`src/rtl/cascade_pkg.sv`:
```
package cascade_pkg;

    typedef enum logic [1:0] {
        ROLE_SOLO   = 2'd0,
        ROLE_LEAD   = 2'd1,
        ROLE_FOLLOW = 2'd2
    } role_t;

    typedef enum logic {
        TK_IDLE = 1'b0,
        TK_HOLD = 1'b1
    } tok_t;

endpackage

```
`src/rtl/ring_slice.sv`:
```
module ring_slice
    import cascade_pkg::*;
#(
    parameter int W     = 9,
    parameter int DEPTH = 4
) (
    input  logic         clk,
    input  logic         rst,
    input  logic         cfg_link,
    input  logic         cfg_lead_n,
    input  logic         wr,
    input  logic         rd,
    input  logic         rt,
    input  logic [W-1:0] din,
    input  logic         wpass_in,
    input  logic         rpass_in,
    output logic         wpass_out,
    output logic         rpass_out,
    output logic         wtok,
    output logic         rtok,
    output logic         is_solo,
    output logic [W-1:0] dout,
    output logic         full_f,
    output logic         empty_f,
    output logic         half_f
);
    localparam int AW = $clog2(DEPTH);
    localparam int CW = AW + 1;
    localparam logic [CW-1:0] CAP  = CW'(DEPTH);
    localparam logic [CW-1:0] HALF = CW'(DEPTH / 2);
    localparam logic [AW-1:0] LAST = AW'(DEPTH - 1);

    role_t role_q, role_rst;
    tok_t  wst_q, wst_d, rdst_q, rdst_d;
    logic [CW-1:0] wptr_q, rptr_q, cnt;
    logic [W-1:0]  mem [DEPTH];
    logic wr_ok, rd_ok, rt_ok, wpass, rpass;

    // role decode from the levels present during reset
    always_comb begin
        if (!cfg_link)        role_rst = ROLE_SOLO;
        else if (!cfg_lead_n) role_rst = ROLE_LEAD;
        else                  role_rst = ROLE_FOLLOW;
    end

    assign cnt   = wptr_q - rptr_q;
    assign wr_ok = (wst_q == TK_HOLD) && wr && (cnt != CAP);
    assign rd_ok = (rdst_q == TK_HOLD) && rd && (cnt != '0);
    assign rt_ok = (role_q == ROLE_SOLO) && rt && !wr && !rd;
    assign wpass = (role_q != ROLE_SOLO) && wr_ok && (wptr_q[AW-1:0] == LAST);
    assign rpass = (role_q != ROLE_SOLO) && rd_ok && (rptr_q[AW-1:0] == LAST);

    // write-token next state
    always_comb begin
        wst_d = wst_q;
        unique case (wst_q)
            TK_IDLE: if (wpass_in) wst_d = TK_HOLD;
            TK_HOLD: if (wpass)    wst_d = TK_IDLE;
            default: wst_d = TK_IDLE;
        endcase
    end

    // read-token next state
    always_comb begin
        rdst_d = rdst_q;
        unique case (rdst_q)
            TK_IDLE: if (rpass_in) rdst_d = TK_HOLD;
            TK_HOLD: if (rpass)    rdst_d = TK_IDLE;
            default: rdst_d = TK_IDLE;
        endcase
    end

    // state register
    always_ff @(posedge clk) begin
        if (rst) begin
            role_q <= role_rst;
            wst_q  <= (role_rst == ROLE_FOLLOW) ? TK_IDLE : TK_HOLD;
            rdst_q <= (role_rst == ROLE_FOLLOW) ? TK_IDLE : TK_HOLD;
            wptr_q <= '0;
            rptr_q <= '0;
        end else begin
            wst_q  <= wst_d;
            rdst_q <= rdst_d;
            if (wr_ok) wptr_q <= wptr_q + 1'b1;
            if (rt_ok)      rptr_q <= '0;
            else if (rd_ok) rptr_q <= rptr_q + 1'b1;
        end
    end

    always_ff @(posedge clk) begin
        if (wr_ok) mem[wptr_q[AW-1:0]] <= din;
    end

    // outputs
    always_comb begin
        wpass_out = wpass;
        rpass_out = rpass;
        wtok      = (wst_q == TK_HOLD);
        rtok      = (rdst_q == TK_HOLD);
        is_solo   = (role_q == ROLE_SOLO);
        full_f    = (wst_q == TK_HOLD) && (cnt == CAP);
        empty_f   = (rdst_q == TK_HOLD) && (cnt == '0);
        half_f    = (role_q == ROLE_SOLO) && (cnt > HALF);
        dout      = ((rdst_q == TK_HOLD) && (cnt != '0)) ? mem[rptr_q[AW-1:0]] : '0;
    end

    assert_cnt_bound_R12: assert property (@(posedge clk) disable iff (rst)
        cnt <= CAP);
    assert_wpass_drop_R3: assert property (@(posedge clk) disable iff (rst)
        wpass |=> (wst_q == TK_IDLE));
    assert_rpass_drop_R4: assert property (@(posedge clk) disable iff (rst)
        rpass |=> (rdst_q == TK_IDLE));
    assert_dout_idle_R6: assert property (@(posedge clk) disable iff (rst)
        (rdst_q == TK_IDLE) |-> (dout == '0));
    assert_hf_quiet_R9: assert property (@(posedge clk) disable iff (rst)
        (role_q != ROLE_SOLO) |-> !half_f);
    assert_rt_ignored_R10: assert property (@(posedge clk) disable iff (rst)
        ((role_q != ROLE_SOLO) && rt && !rd) |=> (rptr_q == $past(rptr_q)));
endmodule

```
`src/rtl/ring_merge.sv`:
```
module ring_merge #(
    parameter int N = 3,
    parameter int W = 9
) (
    input  logic [N-1:0][W-1:0] slice_dout,
    input  logic [N-1:0]        slice_full,
    input  logic [N-1:0]        slice_empty,
    input  logic [N-1:0]        slice_half,
    output logic [W-1:0]        dout,
    output logic                full,
    output logic                empty,
    output logic                half_full
);
    always_comb begin
        dout = '0;
        for (int i = 0; i < N; i++) dout = dout | slice_dout[i];
    end
    assign full      = |slice_full;
    assign empty     = |slice_empty;
    assign half_full = |slice_half;
endmodule

```
`src/rtl/cascade_token_ring.sv`:
```
module cascade_token_ring #(
    parameter int N     = 3,
    parameter int W     = 9,
    parameter int DEPTH = 4
) (
    input  logic         clk,
    input  logic         rst,
    input  logic         ring_link,
    input  logic [N-1:0] lead_n,
    input  logic         wr,
    input  logic         rd,
    input  logic         rt,
    input  logic [W-1:0] din,
    output logic [W-1:0] dout,
    output logic         full,
    output logic         empty,
    output logic         half_full,
    output logic [N-1:0] wr_tok,
    output logic [N-1:0] rd_tok
);
    logic [N-1:0]        wpass, rpass, solo, s_full, s_empty, s_half;
    logic [N-1:0][W-1:0] s_dout;

    for (genvar i = 0; i < N; i++) begin : g_slice
        localparam int PREV = (i + N - 1) % N;
        ring_slice #(.W(W), .DEPTH(DEPTH)) slice_i (
            .clk       (clk),
            .rst       (rst),
            .cfg_link  (ring_link),
            .cfg_lead_n(lead_n[i]),
            .wr        (wr),
            .rd        (rd),
            .rt        (rt),
            .din       (din),
            .wpass_in  (wpass[PREV]),
            .rpass_in  (rpass[PREV]),
            .wpass_out (wpass[i]),
            .rpass_out (rpass[i]),
            .wtok      (wr_tok[i]),
            .rtok      (rd_tok[i]),
            .is_solo   (solo[i]),
            .dout      (s_dout[i]),
            .full_f    (s_full[i]),
            .empty_f   (s_empty[i]),
            .half_f    (s_half[i])
        );
    end

    ring_merge #(.N(N), .W(W)) merge_i (
        .slice_dout (s_dout),
        .slice_full (s_full),
        .slice_empty(s_empty),
        .slice_half (s_half),
        .dout       (dout),
        .full       (full),
        .empty      (empty),
        .half_full  (half_full)
    );

    assert_one_wtok_R5: assert property (@(posedge clk) disable iff (rst)
        !(|solo) |-> $onehot0(wr_tok));
    assert_one_rtok_R5: assert property (@(posedge clk) disable iff (rst)
        !(|solo) |-> $onehot0(rd_tok));
    assert_tok_handoff_R3: assert property (@(posedge clk) disable iff (rst)
        (|wpass) |=> ($countones(wr_tok) == 1));
endmodule

```
`config.mk`:
```
export PLATFORM = sky130hd
export DESIGN_NAME = cascade_token_ring
export DESIGN_NICKNAME = d
export VERILOG_FILES = /design/src/rtl/cascade_pkg.sv /design/src/rtl/ring_slice.sv /design/src/rtl/ring_merge.sv /design/src/rtl/cascade_token_ring.sv
export SDC_FILE = /design/constraint.sdc
export NUM_CORES = 1
export LEC_CHECK = 0
export CORE_MARGIN = 2
export CORE_UTILIZATION = 45
export DETAILED_ROUTE_END_ITERATION = 6
export PLACE_DENSITY = 0.68
export RECOVER_POWER = 25
export SLEW_MARGIN = 20
export SYNTH_ARGS = -nofsm -noshare
export SYNTH_HDL_FRONTEND = slang
export SYNTH_SLANG_ARGS = --single-unit
```
`constraint.sdc`:
```
create_clock -name clk -period 5.35 [get_ports clk]
set_input_delay 1.07 -clock clk [delete_from_list [all_inputs] [get_ports clk]]
set_output_delay 1.07 -clock clk [all_outputs]
set_load 0.02 [all_outputs]
```
==> run metrics, run 1 <==
status finished, final reports clean; clk_lat worst skew 0.42 ns; setup_tns 0 ns; Area growth syn-to-layout 17.1%; # resized after CTS 0; fmax 0.225 GHz; top cell type's share of synthesized area 55.6%; Reg2Reg Depth 7; Crit Path Class reg2out; total global routing overflow 0; Clock power frac 37.9%; Power Dens Cells roughly 420 nW/µm²; R2R Path End g_slice[1].slice_i.mem[1][1]; top cells by area, synth edfxtp_1 (56%), mux4_2 (9.9%), dfxtp_1 (9.8%); Sw Share 26.8%; origin of the worst setup path g_slice[0].slice_i.wptr_q[0]; die height about 120 µm; Synth Cell Area 6160 µm²; final HPWL from detailed placement between 8 and 9 mm; combinational share of power about a fifth; DRT Pass-1 Iters 4; fin area 7210 µm²; number of buffers added on ports 35; DRC viols 0; r2r setup slk 2.66 ns; Req. time, crit path 4.28 ns; Hold WC Path Type reg2reg; Sw Pwr approximately 0.82 mW; diodes inserted 0; Hold Path End g_slice[1].slice_i.rptr_q[2]; Net Count, Synth between 400 and 500; Critical Path Source Type register; Pleak 2.41 nW; Vias 3315; Root Driver clkbuf_16; cts hold-fix bufs 0; Die X 121 µm; cell count after synthesis around 380; row cnt 42; min cycle time layout between 4 and 5 ns; fin crit share 83.2%; nets@finish between 400 and 500; floorplan core area 13300 µm²; Fin Clk Skew between 0.01 and 0.015 ns; synth unique cells 49; post-CTS setup buffers 0; H-tree levels 4; sequential area share after synthesis 65.3%; actual slew at the worst max-slew pin ~1.4 ns; MaxCap Viol Count 0; pin count of the biggest net entering global routing 29; Die ar. 14600 µm²; Final Power 3.05 mW; Starting Density between 40 and 50%; crit path max fanout 9; layout cells sized above 1 17.9%; crit end category output pin; CTS buffer count 17; Reg clk slew, reported paths 0.06 ns; Final ANT Viol Nets 0; RSZ-0062 raised after global routing no; FILL cells 1046; Syn Area/Cell 16.3 µm²; antenna violations before repair 0; IO Pins 36; Max IR drop VDD 0.000226 V; Int Power 2.23 mW; Final Max Slew Viols 0; hold path depth 2; vias per cell 5.48; Post-DP Area 6640 µm²; Crit path arrival time 3.38 ns; Avg WL per Cell 19.7 µm; Reg power frac a little over two fifths; Crit Reg-Reg Startpoint g_slice[1].slice_i.wptr_q[0]; Routability Congestion 0.833; setup violators final 0; synth warn 0; Synth area leader edfxtp_1; worst-case clock buffer depth 2; first-pass GRT wire length 19.0 mm; drt total wl 11.9 mm; #FFs+latches synth 144; vias in the first global route 3499; DRT iter0 DRCs 250; TritonCTS clock tree built; HP Start g_slice[1].slice_i.rptr_q[2]; final hold viol count 0; clk sinks ~140; gr usage total 17.8%; Max-slew headroom 8.27%
final cells by class:
| cell class | count | area (µm²) | share of cell area [%] |
|---|---|---|---|
| Multi-Input combinational cell | 200 | 1970 | 27.3 |
| Timing Repair Buffer | 36 | 352 | 4.88 |
| Clock buffer | 18 | 429 | 5.95 |
| Sequential cell | 144 | 4020 | 55.8 |
| Tap cell | 176 | 220 | 3.05 |
| Inverter | 17 | 63.8 | 0.885 |
| Clock inverter | 14 | 154 | 2.13 |
stage by stage:
step	hold WS (ns)	utilization, %	worst slack (ns)	instances
after CTS	0.508	54.3	0.903	605
final	0.502	54.2	0.896	605
after global routing	0.544	54.2	0.721	605
after detailed placement	0.500	49.9	1.34	573
after floorplan	0.467	-	2.15	379
after global placement	0.491	49.9	1.49	573
worst max-delay path by stage:
stage                    to  slack, ns  depth (start not counted)
global placement    dout[0]       1.49                          8
floorplan           dout[0]       2.15                          8
CTS                 dout[2]       0.90                          8
global route        dout[2]       0.72                          8
finish              dout[2]       0.90                          8
detailed placement  dout[2]       1.34                          8
Yosys cell counts, drive strengths merged:
cell / instances
o41ai: 2
a21boi: 2
fa: 3
dfxtp: 30
buf: 11
edfxtp: 114
o211ai: 2
a21o: 2
xor3: 1
a31oi: 2
a21oi: 14
xnor3: 3
and2: 12
nand3: 8
mux2i: 5
or2: 3
o221ai: 1
a221o: 10
a41oi: 1
o21a: 1
mux4: 27
nor2: 18
nand2: 10
or3: 2
a31o: 2
clkbuf: 7
inv: 17
nor3b: 1
xnor2: 8
a211oi: 1
o31a: 1
and2b: 3
o21ai: 13
and3: 1
o31ai: 3
or4: 1
nor2b: 13
nand2b: 6
ha: 18
state kept, by name (all words and copies together) (netlist names), named ones only:
register                flops
g_slice.slice_i.rtok        3
g_slice.slice_i.mem       108
g_slice.slice_i.wptr_q      9
g_slice.slice_i.wtok        3
g_slice.slice_i.rptr_q      9
g_slice.slice_i.role_q      6
logic make-up after synthesis:
family,after synthesis,synth area share (%)
AOI/OAI and AO/OA,57,7.17
buffers and inverters,35,2.70
muxes,32,10.7
xor gates and xnor gates,12,2.68
and+or+nand+nor,78,6.81
adders and majority gates,21,4.63
DFF,144,65.3
power by group through the flow:
stage	registers (mW)	logic, mW	clock network [mW]
3_3_place_gp	1.35	0.564	0
6_report	1.32	0.572	1.16
2_1_floorplan	1.31	0.414	0
4_1_cts	1.33	0.577	1.18
5_1_grt	1.34	0.617	1.22
3_5_place_dp	1.35	0.575	0
layout by cell type, fill, tap and decap left out, types with 8 or more instances in the layout:
master             n
a221o_1           10
mux4_2            27
xnor2_1            8
nor2b_1           13
nand2_1           10
and2_1             9
inv_1             17
nand3_1            8
dfxtp_1           30
o21ai_0           10
edfxtp_1         114
nor2_1            18
dlygate4sd3_1      8
clkbuf_16         17
clkdlybuf4s50_1   26
a21oi_1            8
ha_1              18
critical path, cell delays in order (launching register included):
cell and delay, ns:
dfxtp_1 0.39, inv_1 0.11, ha_1 0.19, inv_1 0.07
fa_1 0.43, nor2b_1 0.56, a21oi_2 0.30, a221o_1 0.38
clkdlybuf4s50_1 0.55
layer usage:
metal | part of all wire (%) | wire [µm] | GRT usage (%)
met1 | 45 | 5350 | 22.6
met2 | 48 | 5680 | 28.7
met3 | 5.2 | 624 | 5.78
met4 | 2.0 | 243 | 6.25
met5 | 0 | 0 | 0
Note: power is estimated with default switching activity, not from simulation.
==> run 2: changes to the inputs <==
PLACE_DENSITY = 0.7   (was 0.68)
clock period = 3.9 ns   (was 5.35 ns; I/O delays follow)
==> run 2 against run 1 <==
Design area increased by 0.36%. First-iteration DRC count grew 31%. Flip-flop and latch count unchanged. Clock power is 34% higher. Sequential share of layout area shrank 0.20 points. Die area unchanged. Final cell count rose by 0.83%. Worst setup slack got worse by 0.74 ns. Largest cell class unchanged.
==> run metrics, run 2 (synthesis results as in run 1) <==
status finished, final reports clean; Die ar. 14600 µm²; Req. time, crit path 3.12 ns; Routability Congestion roughly 0.83; Max IR drop VDD 0.000322 V; diodes inserted 0; Power Dens Cells 574 nW/µm²; vias per cell roughly 5.4; vias in the first global route approximately 3500; Place WS 0.295 ns; Pleak about 2.5 nW; clk sinks 144; combinational share of power 18.8%; setup_tns 0 ns; Hold WC Path Type reg2reg; gr usage total 18.2%; Critical Path Source Type register; Root Driver clkbuf_16; fin area 7240 µm²; worst-case clock buffer depth 2; crit path max fanout 10; Avg WL per Cell 19.7 µm; drt total wl 12.0 mm; crit end category output pin; final HPWL from detailed placement roughly 8.1 mm; antenna violations before repair 0; most frequent cells in the layout edfxtp_1 (114), dfxtp_1 (30), mux4_2 (27); IO Pins 36; floorplan core area ~13000 µm²; Die X 121 µm; Crit Path Class reg2out; total global routing overflow 0; Post-DP Area 6660 µm²; Crit path arrival time 2.97 ns; Int Power 3.04 mW; layout cells sized above 1 roughly 18%; actual slew at the worst max-slew pin ~0.81 ns; row cnt 42; Vias 3278; MaxCap Viol Count 0; Max-slew headroom 46.0%; TritonCTS clock tree built; CTS buffer count 17; Area growth syn-to-layout 17.5%; DRC viols 0; setup violators final 0; DRT iter0 DRCs 328; final hold viol count 0; Clock power frac 37.4%; fin crit share 96.0%; first-pass GRT wire length 19.4 mm; fmax 0.267 GHz; Reg clk slew, reported paths 0.06 ns; DRT Pass-1 Iters 4; Largest register FFs ~110; clk_lat worst skew 0.42 ns; FILL cells 1062; Sw Pwr ~1.1 mW; die height 121 µm; Final Power 4.15 mW; Starting Density ~46%; Worst Setup Slack, final 0.154 ns; nets@finish 460; number of buffers added on ports 35; Sw Share 26.8%; RSZ-0062 raised after global routing no; Final Max Slew Viols 0; Fin Clk Skew 0.0105 ns; Final ANT Viol Nets 0; H-tree levels 4; most common cell after layout, fill and taps aside edfxtp_1; Reg power frac 43.8%; pin count of the biggest net entering global routing 29; min cycle time layout 3.75 ns
-- run 2: cell types whose count changed in the layout (fill, tap and decap cells not counted), sizes merged --
cell,before,now
dlygate4sd3,8,7
clkbuf,19,18
clkdlybuf4s50,26,19
clkinv,6,7
buf,1,6
inv,22,20
clkinvlp,1,2
dlygate4sd2,0,9
-- run 2: final cells by class --
| class | count | area (µm²) | share of cell area [%] |
|---|---|---|---|
| multi-input combinational | 200 | 1980 | 27.3 |
| timing repair buffer | 41 | 384 | 5.31 |
| inverter | 17 | 63.8 | 0.882 |
| clock inverter | 14 | 139 | 1.92 |
| clock buffer | 18 | 429 | 5.93 |
| tap | 176 | 220 | 3.04 |
| sequential | 144 | 4020 | 55.6 |
-- run 2: final timing paths --
check	startpoint	to	slack [ns]	cells past startpoint
worst max-delay path	g_slice[1].slice_i.wptr_q[0]	dout[3]	0.15	8
worst min register to register	g_slice[2].slice_i.rptr_q[2]	g_slice[2].slice_i.rptr_q[2]	0.51	2
worst max register to register	g_slice[1].slice_i.wptr_q[0]	g_slice[1].slice_i.mem[2][7]	1.13	7
worst min-delay path	g_slice[2].slice_i.rptr_q[2]	g_slice[2].slice_i.rptr_q[2]	0.51	2
-- run 2: worst max-delay path, stage by stage (launching register included) --
cell,delay [ns]
dfxtp_1,0.35
inv_1,0.15
ha_1,0.16
inv_1,0.04
fa_1,0.35
xnor3_2,0.47
o21a_2,0.33
a221o_1,0.38
dlygate4sd2_1,0.33
-- run 2: repair_timing --
action / CTS / global route
setup endpoints to repair: 9 / 0
hold buffers: 0 / 0
buffers inserted: 2 / 0
resized for setup: 11 / 0
-- run 2: power groups by stage --
stage | registers, mW | clock network (mW) | logic [mW]
final | 1.82 | 1.55 | 0.781
after floorplan | 1.80 | 0 | 0.568
after detailed placement | 1.85 | 0 | 0.808
after global routing | 1.83 | 1.64 | 0.849
after CTS | 1.82 | 1.57 | 0.791
after global placement | 1.85 | 0 | 0.796
-- run 2: routing by layer --
metal  wire length, µm  track usage [%]  share of wire (%)
met2              6200             30.4                 52
met4               145             5.60                1.2
met1              4920             22.8                 41
met5                 0                0                  0
met3               737             5.36                6.1
-- run 2: stage by stage --
step                hold WS (ns)  cells  util [%]
floorplan                  0.467    379         -
detailed placement         0.497    576      50.1
global route               0.554    610      54.4
finish                     0.508    610      54.4
CTS                        0.509    610      54.4
global placement           0.490    576      50.1
==> run 3: changes to the inputs <==
GPL_ROUTABILITY_DRIVEN = 1   (was unset)
==> results of run 3 <==
Final layout, timing and power as in run 2 (identical DEF).
